[config.mk]
export PLATFORM = sky130hd
export DESIGN_NAME = hdlc_xparent_tx
export DESIGN_NICKNAME = d
export VERILOG_FILES = /design/src/rtl/hdlc_tx_pkg.sv /design/src/rtl/hdlc_tx_fifo.sv /design/src/rtl/hdlc_tx_crc.sv /design/src/rtl/hdlc_xparent_tx.sv
export SDC_FILE = /design/constraint.sdc
export NUM_CORES = 1
export LEC_CHECK = 0
export BUFFER_PORTS_ARGS = -buffer_cell sky130_fd_sc_hd__buf_2
export CAP_MARGIN = 0
export CORE_AREA = 2 2 226 228
export DETAILED_ROUTE_END_ITERATION = 12
export DIE_AREA = 0 0 228 230
export GPL_TIMING_DRIVEN = 0
export SYNTH_ARGS = -nofsm -noshare
export SYNTH_HDL_FRONTEND = slang
export SYNTH_HIERARCHICAL = 1
export SYNTH_SLANG_ARGS = --single-unit
[constraint.sdc]
create_clock -name clk -period 4.6 [get_ports clk]
set_input_delay 0.46 -clock clk [delete_from_list [all_inputs] [get_ports clk]]
set_output_delay 0.46 -clock clk [all_outputs]
set_load 0.02 [all_outputs]
[src/rtl/hdlc_tx_pkg.sv]
`timescale 1ns/1ps
package hdlc_tx_pkg;

    typedef enum logic [2:0] {
        ST_FILL,
        ST_OPEN,
        ST_BODY,
        ST_FCS,
        ST_CLOSE,
        ST_ABORT
    } tx_state_e;

    localparam logic [7:0]  FLAG_PATTERN = 8'h7E;
    localparam logic [15:0] CRC_POLY_REF = 16'h8408;

endpackage

[src/rtl/hdlc_tx_fifo.sv]
`timescale 1ns/1ps
module hdlc_tx_fifo #(
    parameter int DEPTH = 64,
    parameter int DW    = 8,
    localparam int AW   = $clog2(DEPTH),
    localparam int CW   = $clog2(DEPTH + 1)
) (
    input  logic          clk,
    input  logic          rst_n,
    input  logic          clr,
    input  logic          wr_en,
    input  logic [DW-1:0] wr_data,
    input  logic          rd_en,
    output logic [DW-1:0] rd_data,
    output logic [CW-1:0] count
);

    logic [DW-1:0] mem [DEPTH];
    logic [AW-1:0] wptr_q, rptr_q;

    assign rd_data = mem[rptr_q];

    always_ff @(posedge clk) begin
        if (wr_en) mem[wptr_q] <= wr_data;
    end

    always_ff @(posedge clk or negedge rst_n) begin
        if (!rst_n) begin
            wptr_q <= '0;
            rptr_q <= '0;
            count  <= '0;
        end else if (clr) begin
            wptr_q <= '0;
            rptr_q <= '0;
            count  <= '0;
        end else begin
            if (wr_en) wptr_q <= wptr_q + 1'b1;
            if (rd_en) rptr_q <= rptr_q + 1'b1;
            count <= count + CW'(wr_en) - CW'(rd_en);
        end
    end

    // storage never holds more than its depth
    a_r12_fifo_bound: assert property (@(posedge clk) disable iff (!rst_n)
        count <= CW'(DEPTH));

    // writes reaching storage only when room exists
    a_r12_no_full_write: assert property (@(posedge clk) disable iff (!rst_n)
        wr_en |-> count < CW'(DEPTH));

    // the serializer never pops an empty FIFO
    a_r2_no_empty_pop: assert property (@(posedge clk) disable iff (!rst_n)
        rd_en |-> count != '0);

endmodule

[src/rtl/hdlc_tx_crc.sv]
`timescale 1ns/1ps
module hdlc_tx_crc #(
    parameter int          W    = 16,
    parameter logic [W-1:0] POLY = hdlc_tx_pkg::CRC_POLY_REF
) (
    input  logic         clk,
    input  logic         rst_n,
    input  logic         init,
    input  logic         en,
    input  logic         din,
    output logic [W-1:0] crc_q,
    output logic [W-1:0] crc_d
);

    always_comb begin
        crc_d = crc_q;
        if (en) crc_d = (crc_q >> 1) ^ ((crc_q[0] ^ din) ? POLY : '0);
    end

    always_ff @(posedge clk or negedge rst_n) begin
        if (!rst_n)    crc_q <= '1;
        else if (init) crc_q <= '1;
        else           crc_q <= crc_d;
    end

endmodule

[src/rtl/hdlc_xparent_tx.sv]
`timescale 1ns/1ps
module hdlc_xparent_tx
    import hdlc_tx_pkg::*;
#(
    parameter int DEPTH = 64,
    parameter int POOL  = 32,
    parameter int DW    = 8
) (
    input  logic          clk,
    input  logic          rst_n,
    input  logic          wr_en,
    input  logic [DW-1:0] wr_data,
    input  logic          cmd_xmit,
    input  logic          cmd_end,
    input  logic          cmd_reset,
    input  logic          cfg_no_crc,
    input  logic          cfg_fill_flags,
    input  logic          bit_en,
    output logic          tx_bit,
    output logic          pool_rdy,
    output logic          underrun
);

    localparam int CW = $clog2(DEPTH + 1);
    localparam int FW = 16;
    localparam int BW = $clog2(FW);

    tx_state_e     state_q, state_d;
    logic [BW-1:0] bcnt_q;
    logic [FW-1:0] sh_q;
    logic [2:0]    ones_q;
    logic          fill_sel_q, eom_q, pend_q, tx_q, pool_q, urun_q;
    logic [CW-1:0] ucnt_q, count, avail;
    logic [DW-1:0] rd_data;
    logic [FW-1:0] crc_q, crc_d;
    logic          body_bits, stuff, grp_end, adv, fin, have, pop;
    logic          frame_done, wr_acc, pool_fire, nbit;

    assign avail     = count - ucnt_q;
    assign have      = avail != '0;
    assign wr_acc    = wr_en && !cmd_reset && (count < CW'(DEPTH));
    assign pool_fire = pend_q && (count <= CW'(POOL)) && !eom_q;

    hdlc_tx_fifo #(.DEPTH(DEPTH), .DW(DW)) fifo_i (
        .clk(clk), .rst_n(rst_n), .clr(cmd_reset),
        .wr_en(wr_acc), .wr_data(wr_data),
        .rd_en(pop), .rd_data(rd_data), .count(count)
    );

    hdlc_tx_crc #(.W(FW)) crc_i (
        .clk(clk), .rst_n(rst_n),
        .init(cmd_reset || state_q == ST_OPEN),
        .en(adv && state_q == ST_BODY), .din(sh_q[0]),
        .crc_q(crc_q), .crc_d(crc_d)
    );

    // next-state logic
    always_comb begin
        body_bits  = (state_q == ST_BODY) || (state_q == ST_FCS);
        stuff      = (body_bits || state_q == ST_CLOSE) && ones_q == 3'd5;
        grp_end    = (state_q == ST_FCS) ? (bcnt_q == BW'(FW - 1)) : (bcnt_q == BW'(7));
        adv        = bit_en && !cmd_reset && !stuff;
        fin        = adv && grp_end;
        pop        = fin && ((state_q == ST_OPEN) || (state_q == ST_BODY && have));
        frame_done = fin && ((state_q == ST_CLOSE) || (state_q == ST_ABORT));
        state_d    = state_q;
        if (cmd_reset) begin
            state_d = ST_FILL;
        end else if (fin) begin
            unique case (state_q)
                ST_FILL:  if (have) state_d = ST_OPEN;
                ST_OPEN:  state_d = ST_BODY;
                ST_BODY:  if (!have) state_d = eom_q ? (cfg_no_crc ? ST_CLOSE : ST_FCS) : ST_ABORT;
                ST_FCS:   state_d = ST_CLOSE;
                ST_CLOSE: state_d = ST_FILL;
                ST_ABORT: state_d = ST_FILL;
                default:  state_d = ST_FILL;
            endcase
        end
    end

    // next serial bit
    always_comb begin
        unique case (state_q)
            ST_FILL:          nbit = fill_sel_q ? FLAG_PATTERN[bcnt_q[2:0]] : 1'b1;
            ST_OPEN:          nbit = FLAG_PATTERN[bcnt_q[2:0]];
            ST_BODY, ST_FCS:  nbit = stuff ? 1'b0 : sh_q[0];
            ST_CLOSE:         nbit = stuff ? 1'b0 : FLAG_PATTERN[bcnt_q[2:0]];
            ST_ABORT:         nbit = 1'b1;
            default:          nbit = 1'b1;
        endcase
    end

    // state register
    always_ff @(posedge clk or negedge rst_n) begin
        if (!rst_n) state_q <= ST_FILL;
        else        state_q <= state_d;
    end

    // outputs and datapath
    always_ff @(posedge clk or negedge rst_n) begin
        if (!rst_n) begin
            bcnt_q     <= '0;
            sh_q       <= '0;
            ones_q     <= '0;
            fill_sel_q <= 1'b0;
            eom_q      <= 1'b0;
            pend_q     <= 1'b0;
            ucnt_q     <= '0;
            tx_q       <= 1'b1;
            pool_q     <= 1'b0;
            urun_q     <= 1'b0;
        end else begin
            pool_q <= pool_fire && !cmd_reset;
            urun_q <= frame_done && state_q == ST_ABORT;
            if (cmd_reset) begin
                bcnt_q     <= '0;
                sh_q       <= '0;
                ones_q     <= '0;
                fill_sel_q <= cfg_fill_flags;
                eom_q      <= 1'b0;
                pend_q     <= 1'b0;
                ucnt_q     <= '0;
                tx_q       <= 1'b1;
            end else begin
                if (frame_done) begin
                    eom_q      <= 1'b0;
                    fill_sel_q <= cfg_fill_flags;
                end
                if (cmd_xmit) begin
                    ucnt_q <= '0;
                    pend_q <= 1'b1;
                    if (cmd_end) eom_q <= 1'b1;
                end else begin
                    if (wr_acc)    ucnt_q <= ucnt_q + 1'b1;
                    if (pool_fire) pend_q <= 1'b0;
                end
                if (bit_en) begin
                    tx_q <= nbit;
                    if (stuff) begin
                        ones_q <= '0;
                    end else begin
                        bcnt_q <= grp_end ? '0 : bcnt_q + 1'b1;
                        ones_q <= (body_bits && sh_q[0]) ? ones_q + 1'b1 : 3'd0;
                        if (pop)
                            sh_q <= {{(FW-DW){1'b0}}, rd_data};
                        else if (state_q == ST_BODY && state_d == ST_FCS)
                            sh_q <= ~crc_d;
                        else if (body_bits)
                            sh_q <= sh_q >> 1;
                    end
                end
            end
        end
    end

    assign tx_bit   = tx_q;
    assign pool_rdy = pool_q;
    assign underrun = urun_q;

    // never more than five ones in a body run
    a_r5_run_limit: assert property (@(posedge clk) disable iff (!rst_n)
        ones_q <= 3'd5);

    // underrun pulses only after the abort state
    a_r10_underrun_src: assert property (@(posedge clk) disable iff (!rst_n)
        underrun |-> $past(state_q) == ST_ABORT);

    // fill selection untouched during the frame body
    a_r7_fill_hold: assert property (@(posedge clk) disable iff (!rst_n)
        (state_q == ST_BODY && !cmd_reset) |=> $stable(fill_sel_q));

    // idle fill drives ones
    a_r6_idle_ones: assert property (@(posedge clk) disable iff (!rst_n)
        (bit_en && !cmd_reset && state_q == ST_FILL && !fill_sel_q) |=> tx_bit);

endmodule

==> metrics, run 1 <==
status complete, no violations; CP Class reg2reg; syn avg cell area 16.9 µm²; post-route cell area 27600 µm²; Yosys warnings 6; Die ar. 52400 µm²; RSZ-0062 raised after global routing false; element type at the critical path start flop; ANT nets after route 0; GR Util met1 31.3%; Clock Sinks 586; Vias 13500; maximum VDD drop 0.292 mV; Yosys reg bits 586; slowest stage delay, CP 0.39 ns; Bufs on Longest Clock Path 3; Net Count, Synth 1497; H-tree depth 2; Final Instance Count excl. Fillers 2267; IO Count 20; Post-Route WL 58600 µm; area occupied by multi-input gates 6830 µm²; hpwl dp 38200 µm; Reg2Reg Depth 19; EDFF count, synth 512; final setup TNS 0 ns; met2 GRT Util 37.6%; first-pass GRT wire length 87900 µm; Yosys cell types 75; GRT Total Usage 22.7%; final hold violations 0; top achievable clock speed 0.232 GHz; Worst-path clk slew 0.06 ns; Max transition margin 9.73%; Hold Path Origin cfg_fill_flags; leakage 8.82 nW; Main synth FF type edfxtp_1; met3 GRT Util 3.66%; # nets final 1581; Clock Skew 0.0239 ns; dpl cells 2150; Arr. time, crit path 4.77 ns; Seq/Total Area, Yosys 69.9%; # port buffers 18; Core Box Area 49900 µm²; vias in the first global route 13500; clk_lat worst skew 0.63 ns; Final WS setup 0.298 ns; Root Driver clkbuf_16; # fillers 4029; Starting DRT DRC Count 1318; gp weighted congestion 0.877; pin count of the biggest net entering global routing 68; Hold Crit Class in2reg; initial antenna violation count 0; Yosys top cell by area edfxtp_1; Top Usage Layer GRT met2; Setup violations, final 0; placed instance area 25700 µm²; Post-Syn Area 24700 µm²; leading cell types by total area after synthesis edfxtp_1 (62%), mux4_2 (8.9%), dfrtp_1 (5.8%); Final Max Slew Viols 0; leading cell type in the layout, fill and taps excluded edfxtp_1; area fraction of the dominant cell type after synthesis 62.3%; slowest CP cell ha_2; PwrDens 401 nW/µm²; Die Wd 228 µm; layout cell share with drive strength beyond 1 21.3%; total of max-cap violations 0; hold path depth 2; Placement Setup Slack -0.392 ns; reg-to-reg slack, setup 0.30 ns; CTS tree built; initial core utilization 49.5%; drt via density 5.95; worst hold path endpoint fill_sel_q; worst path cell trace inv_1, ha_2, and2_1, o2111ai_2, a21o_1, and3_2, or3_1, a2111oi_4, ha_1, inv_1, ha_1, inv_1, fa_1, nor2b_1, o21ai_0, a21oi_1, o21ai_1, a21oi_1, nor3b_1; Slew @ Worst Pin 1.35 ns; reg2reg end fifo_i/count[6]; CTS Buf Count 60; critical path peak fanout 6; Critical Path Sink Type flop; Ant. Diodes 0; Remaining DRCs 0; ys async rst share 12.6%; crit-path most repeated cell inv_1; Finished Core Util 55.3%; Die Ht 230 µm; Total Power 11.1 mW; area delta synth->final 11.9%; Worst Path Required 5.07 ns; final hold slack 0.0794 ns; wire per inst 25.9 µm; Cells after Synth 1459; First-pass DRT Iterations 5; Row Count 82; most frequent cells in the layout edfxtp_1 (512), nor2_1 (101), mux4_2 (98), mux2i_1 (84); FF+latch area 17200 µm²; Final Cycle Share 93.5%; Tmin final 4.30 ns; total grt overflow 0; Critical R2R Launch ucnt_q[4]
metal layers:
layer	wire, µm	share of wire (%)	vias to the layer above
met1	24600	42	7060
met3	3810	6.5	83
met2	28900	49	418
met4	1340	2.3	0
li1	-	-	5933
met5	0	0	-
synth_stat cells, types with 23 or more instances:
| master | number |
|---|---|
| edfxtp_1 | 512 |
| nor2_1 | 101 |
| mux4_2 | 98 |
| mux2i_1 | 84 |
| nand2_1 | 61 |
| dfrtp_1 | 57 |
| inv_1 | 46 |
| a21oi_1 | 32 |
| a211oi_1 | 30 |
| clkbuf_1 | 27 |
| nand2b_1 | 25 |
| nand3_1 | 23 |
| o21ai_0 | 23 |
logic make-up (layout without fill, tap and decap cells):
group / count (synthesis) / in the layout / share of synthesized area (%)
adders and majority gates: 21 / 21 / 1.10
DFF: 586 / 586 / 69.9
muxes: 198 / 198 / 13.2
xor gates and xnor gates: 24 / 24 / 0.994
buffers and inverters: 122 / 258 / 2.63
and+or+nand+nor: 307 / 307 / 6.25
AOI/OAI and AO/OA: 201 / 201 / 5.91
flip-flops by register name (all words and copies together), names as in the netlist:
| signal | flops |
|---|---|
| underrun | 1 |
| ucnt_q | 7 |
| fifo_i/rptr_q | 6 |
| state_q | 3 |
| fifo_i/wptr_q | 6 |
| eom_q | 1 |
| sh_q | 16 |
| fifo_i/count | 7 |
| bcnt_q | 4 |
| crc_i/crc_q | 16 |
| fill_sel_q | 1 |
| fifo_i/mem | 512 |
| ones_q | 3 |
| pend_q | 1 |
| tx_bit | 1 |
| pool_rdy | 1 |
area by class of cell:
class	instances	area share, %
plain buffers	75	1.71
clock buffers	74	5.71
clock inverters	40	1.11
inverters	47	0.639
multi-input cells	751	24.8
flip-flops and latches	586	62.5
well taps	672	3.05
repair buffers	22	0.526
report_power, final:
part / internal, mW / leakage, nW / switching [mW]
clock network: 2.56 / 0.922 / 2.05
registers: 5.82 / 5.57 / 0.0311
logic: 0.196 / 2.34 / 0.402
worst max-delay path by stage:
stage                                from               to  slack [ns]  cells past startpoint
after detailed placement  fifo_i/count[1]  fifo_i/count[6]       -0.39                     18
after CTS                       ucnt_q[4]  fifo_i/count[6]        0.15                     19
final                           ucnt_q[4]  fifo_i/count[6]        0.30                     19
after floorplan                 ucnt_q[4]  fifo_i/count[6]        0.36                     19
after global placement          ucnt_q[3]  fifo_i/count[6]       -0.37                     19
after global routing            ucnt_q[3]  fifo_i/count[6]        0.02                     19
critical path, delay by kind of cell, from the launching register on:
family	cells	cell delay (ns)
compound gates	7	1.37
fa+ha+maj	4	1.21
simple gates	5	1.02
flops	1	0.36
buf+inv	3	0.20
repair_timing:
| action | 4_1_cts | 5_1_grt |
|---|---|---|
| buffers inserted | 1 | 1 |
| endpoints found under the hold margin | 57 | 0 |
| hold buffers | 1 | 0 |
| pin swaps | 1 | 2 |
| gates resized for setup | 1 | 6 |
| endpoints found under the setup margin | 3 | 1 |
Power figures use the tool's default switching activity.
==> run 2: changes to the inputs <==
--- a/config.mk
+++ b/config.mk
@@ -11,6 +11,7 @@
 export DETAILED_ROUTE_END_ITERATION = 12
 export DIE_AREA = 0 0 228 230
 export GPL_TIMING_DRIVEN = 0
+export HOLD_SLACK_MARGIN = 0.12
 export SYNTH_ARGS = -nofsm -noshare
 export SYNTH_HDL_FRONTEND = slang
 export SYNTH_HIERARCHICAL = 1
==> constraint.sdc (replaced) <==
create_clock -name clk -period 5.2 [get_ports clk]
set_input_delay 0.52 -clock clk [delete_from_list [all_inputs] [get_ports clk]]
set_output_delay 0.52 -clock clk [all_outputs]
set_load 0.02 [all_outputs]
==> run 2 against run 1 <==
Against the previous run: cell count did not move; global-route usage barely moved; design area barely moved; die area did not move; sequential cell count did not move; highest routed layer unchanged; first-iteration DRC count rose by 2.0%.
==> metrics, run 2 (synthesis results as in run 1) <==
first-pass GRT wire length 87900 µm (about the same); hold path depth 3 (+1); initial core utilization 49.5% (unchanged); initial antenna violation count 0 (unchanged); Setup violations, final 0 (unchanged); Die Wd 228 µm (unchanged); Arr. time, crit path 5.22 ns (+0.45 ns); Remaining DRCs 0 (unchanged); Max transition margin 11.3% (+1.6 points); final hold violations 0 (unchanged); Reg with most FFs fifo_i/mem; worst hold path endpoint eom_q; Starting DRT DRC Count 1344 (+2.0%); CTS Buf Count 60 (unchanged); Tmin final 4.75 ns (+0.450 ns); Core Box Area 49900 µm² (unchanged); maximum VDD drop 0.258 mV (-12%); Final Max Slew Viols 0 (unchanged); final setup TNS 0 ns (unchanged); element type at the critical path start flop; Critical R2R Launch ucnt_q[4]; Worst-path clk slew 0.06 ns (about the same); top flop regs fifo_i/mem: 512 flops, crc_i/crc_q: 16 flops, sh_q: 16 flops; IO Count 20 (unchanged); postcts setup bufs 0 (-1); Final Cycle Share 91.4% (-2.1 points); Vias 13400 (-0.33%); critical path peak fanout 6 (unchanged); Hold Crit Class in2reg; CTS tree built; # fillers 4023 (-0.15%); top achievable clock speed 0.210 GHz (-9.5%); H-tree depth 2 (unchanged); pin count of the biggest net entering global routing 68 (unchanged); Clock Sinks 586 (unchanged); total of max-cap violations 0 (unchanged); status complete, no violations; Hold Path Origin cmd_xmit; vias in the first global route 13500 (+0.19%); layout cell share with drive strength beyond 1 20.9% (-0.44 points); Root Driver clkbuf_16; ANT nets after route 0 (unchanged); reg2reg end fifo_i/count[6]; Slew @ Worst Pin 1.33 ns (-0.0239 ns); First-pass DRT Iterations 7 (+2); total grt overflow 0 (unchanged); Row Count 82 (unchanged); leading cell type in the layout, fill and taps excluded edfxtp_1; placed instance area 25700 µm² (unchanged); post-route cell area 27600 µm² (about the same); Reg2Reg Depth 19 (unchanged); CP Class reg2reg; hpwl dp 38200 µm (unchanged); drt via density 5.93 (-0.33%); Die Ht 230 µm (unchanged); Critical Path Sink Type flop; wire per inst 25.8 µm (about the same); leakage 8.81 nW (-0.11%); most frequent cells in the layout edfxtp_1 (512), nor2_1 (101), mux4_2 (98), mux2i_1 (84); Worst Path Required 5.67 ns (+0.60 ns); PwrDens 354 nW/µm² (-12%); Die ar. 52400 µm² (unchanged); Ant. Diodes 0 (unchanged); Clock Skew 0.0247 ns (+0.000800 ns); # nets final 1581 (unchanged); reg-to-reg slack, setup 0.45 ns (+0.15 ns); gp weighted congestion 0.877 (unchanged); Post-Route WL 58600 µm (about the same); Total Power 9.77 mW (-12%); RSZ-0062 raised after global routing false; area delta synth->final 11.8% (about the same); Bufs on Longest Clock Path 3 (unchanged); GRT Total Usage 22.7% (about the same); # port buffers 18 (unchanged); Largest register FFs 512 (unchanged); clk_lat worst skew 0.63 ns (about the same)
run 2: how the worst max path moves through the flow:
| stage | end | slack [ns] | startpoint |
|---|---|---|---|
| final | fifo_i/count[6] | 0.45 | ucnt_q[4] |
| after global routing | fifo_i/count[6] | 0.12 | ucnt_q[4] |
| after CTS | fifo_i/count[6] | 0.16 | ucnt_q[4] |
| after detailed placement | fifo_i/count[6] | 0.21 | fifo_i/count[1] |
| after global placement | fifo_i/count[6] | 0.23 | ucnt_q[3] |
| after floorplan | fifo_i/count[6] | 0.96 | ucnt_q[4] |
run 2: critical path, stage by stage, from the launching register on:
cell	delay (ns)
dfrtp_1	0.35
inv_1	0.08
ha_1	0.38
and2_1	0.22
a311oi_1	0.40
a2111oi_4	0.12
and3_2	0.21
or3_1	0.36
a2111oi_4	0.63
ha_1	0.35
inv_1	0.06
ha_1	0.16
inv_1	0.06
fa_1	0.37
nor2b_1	0.17
o21ai_0	0.13
a21oi_1	0.19
o21ai_0	0.14
a21oi_1	0.17
nor3b_1	0.06
run 2: cell type report:
type,instances,area (µm²),share of cell area [%]
flip-flops and latches,586,17200,62.5
repair buffers,22,150,0.544
clock inverters,40,305,1.11
plain buffers,75,473,1.71
inverters,47,176,0.640
multi-input cells,751,6810,24.7
clock buffers,74,1580,5.71
well taps,672,841,3.05
run 2: repair_timing:
| item | CTS | global route |
|---|---|---|
| setup endpoints to repair | 0 | 1 |
| endpoints found under the hold margin | 59 | 0 |
| hold buffers | 3 | 0 |
| gates resized for setup | 0 | 1 |
run 2: metal layers:
| metal | vias up | GRT usage (%) | share of wire (%) |
|---|---|---|---|
| met5 | - | 0 | 0 |
| met4 | 0 | 6.68 | 2.3 |
| met3 | 88 | 3.66 | 6.4 |
| met2 | 438 | 37.7 | 49 |
| met1 | 6991 | 31.3 | 42 |
| li1 | 5932 | - | - |
run 2: metrics by stage:
stage          util [%]  worst slack, ns  hold slack (ns)  std cells
2_1_floorplan         -            0.958            0.224       1459
3_3_place_gp       51.3            0.229            0.463       2149
3_5_place_dp       51.4            0.208            0.355       2150
4_1_cts            55.3            0.160            0.143       2267
5_1_grt            55.3            0.124            0.170       2267
6_report           55.3            0.448            0.176       2267
run 2: report_power, final:
part,internal (mW),switching [mW]
logic,0.166,0.349
registers,5.15,0.0271
clock network,2.27,1.81
total,7.58,2.19
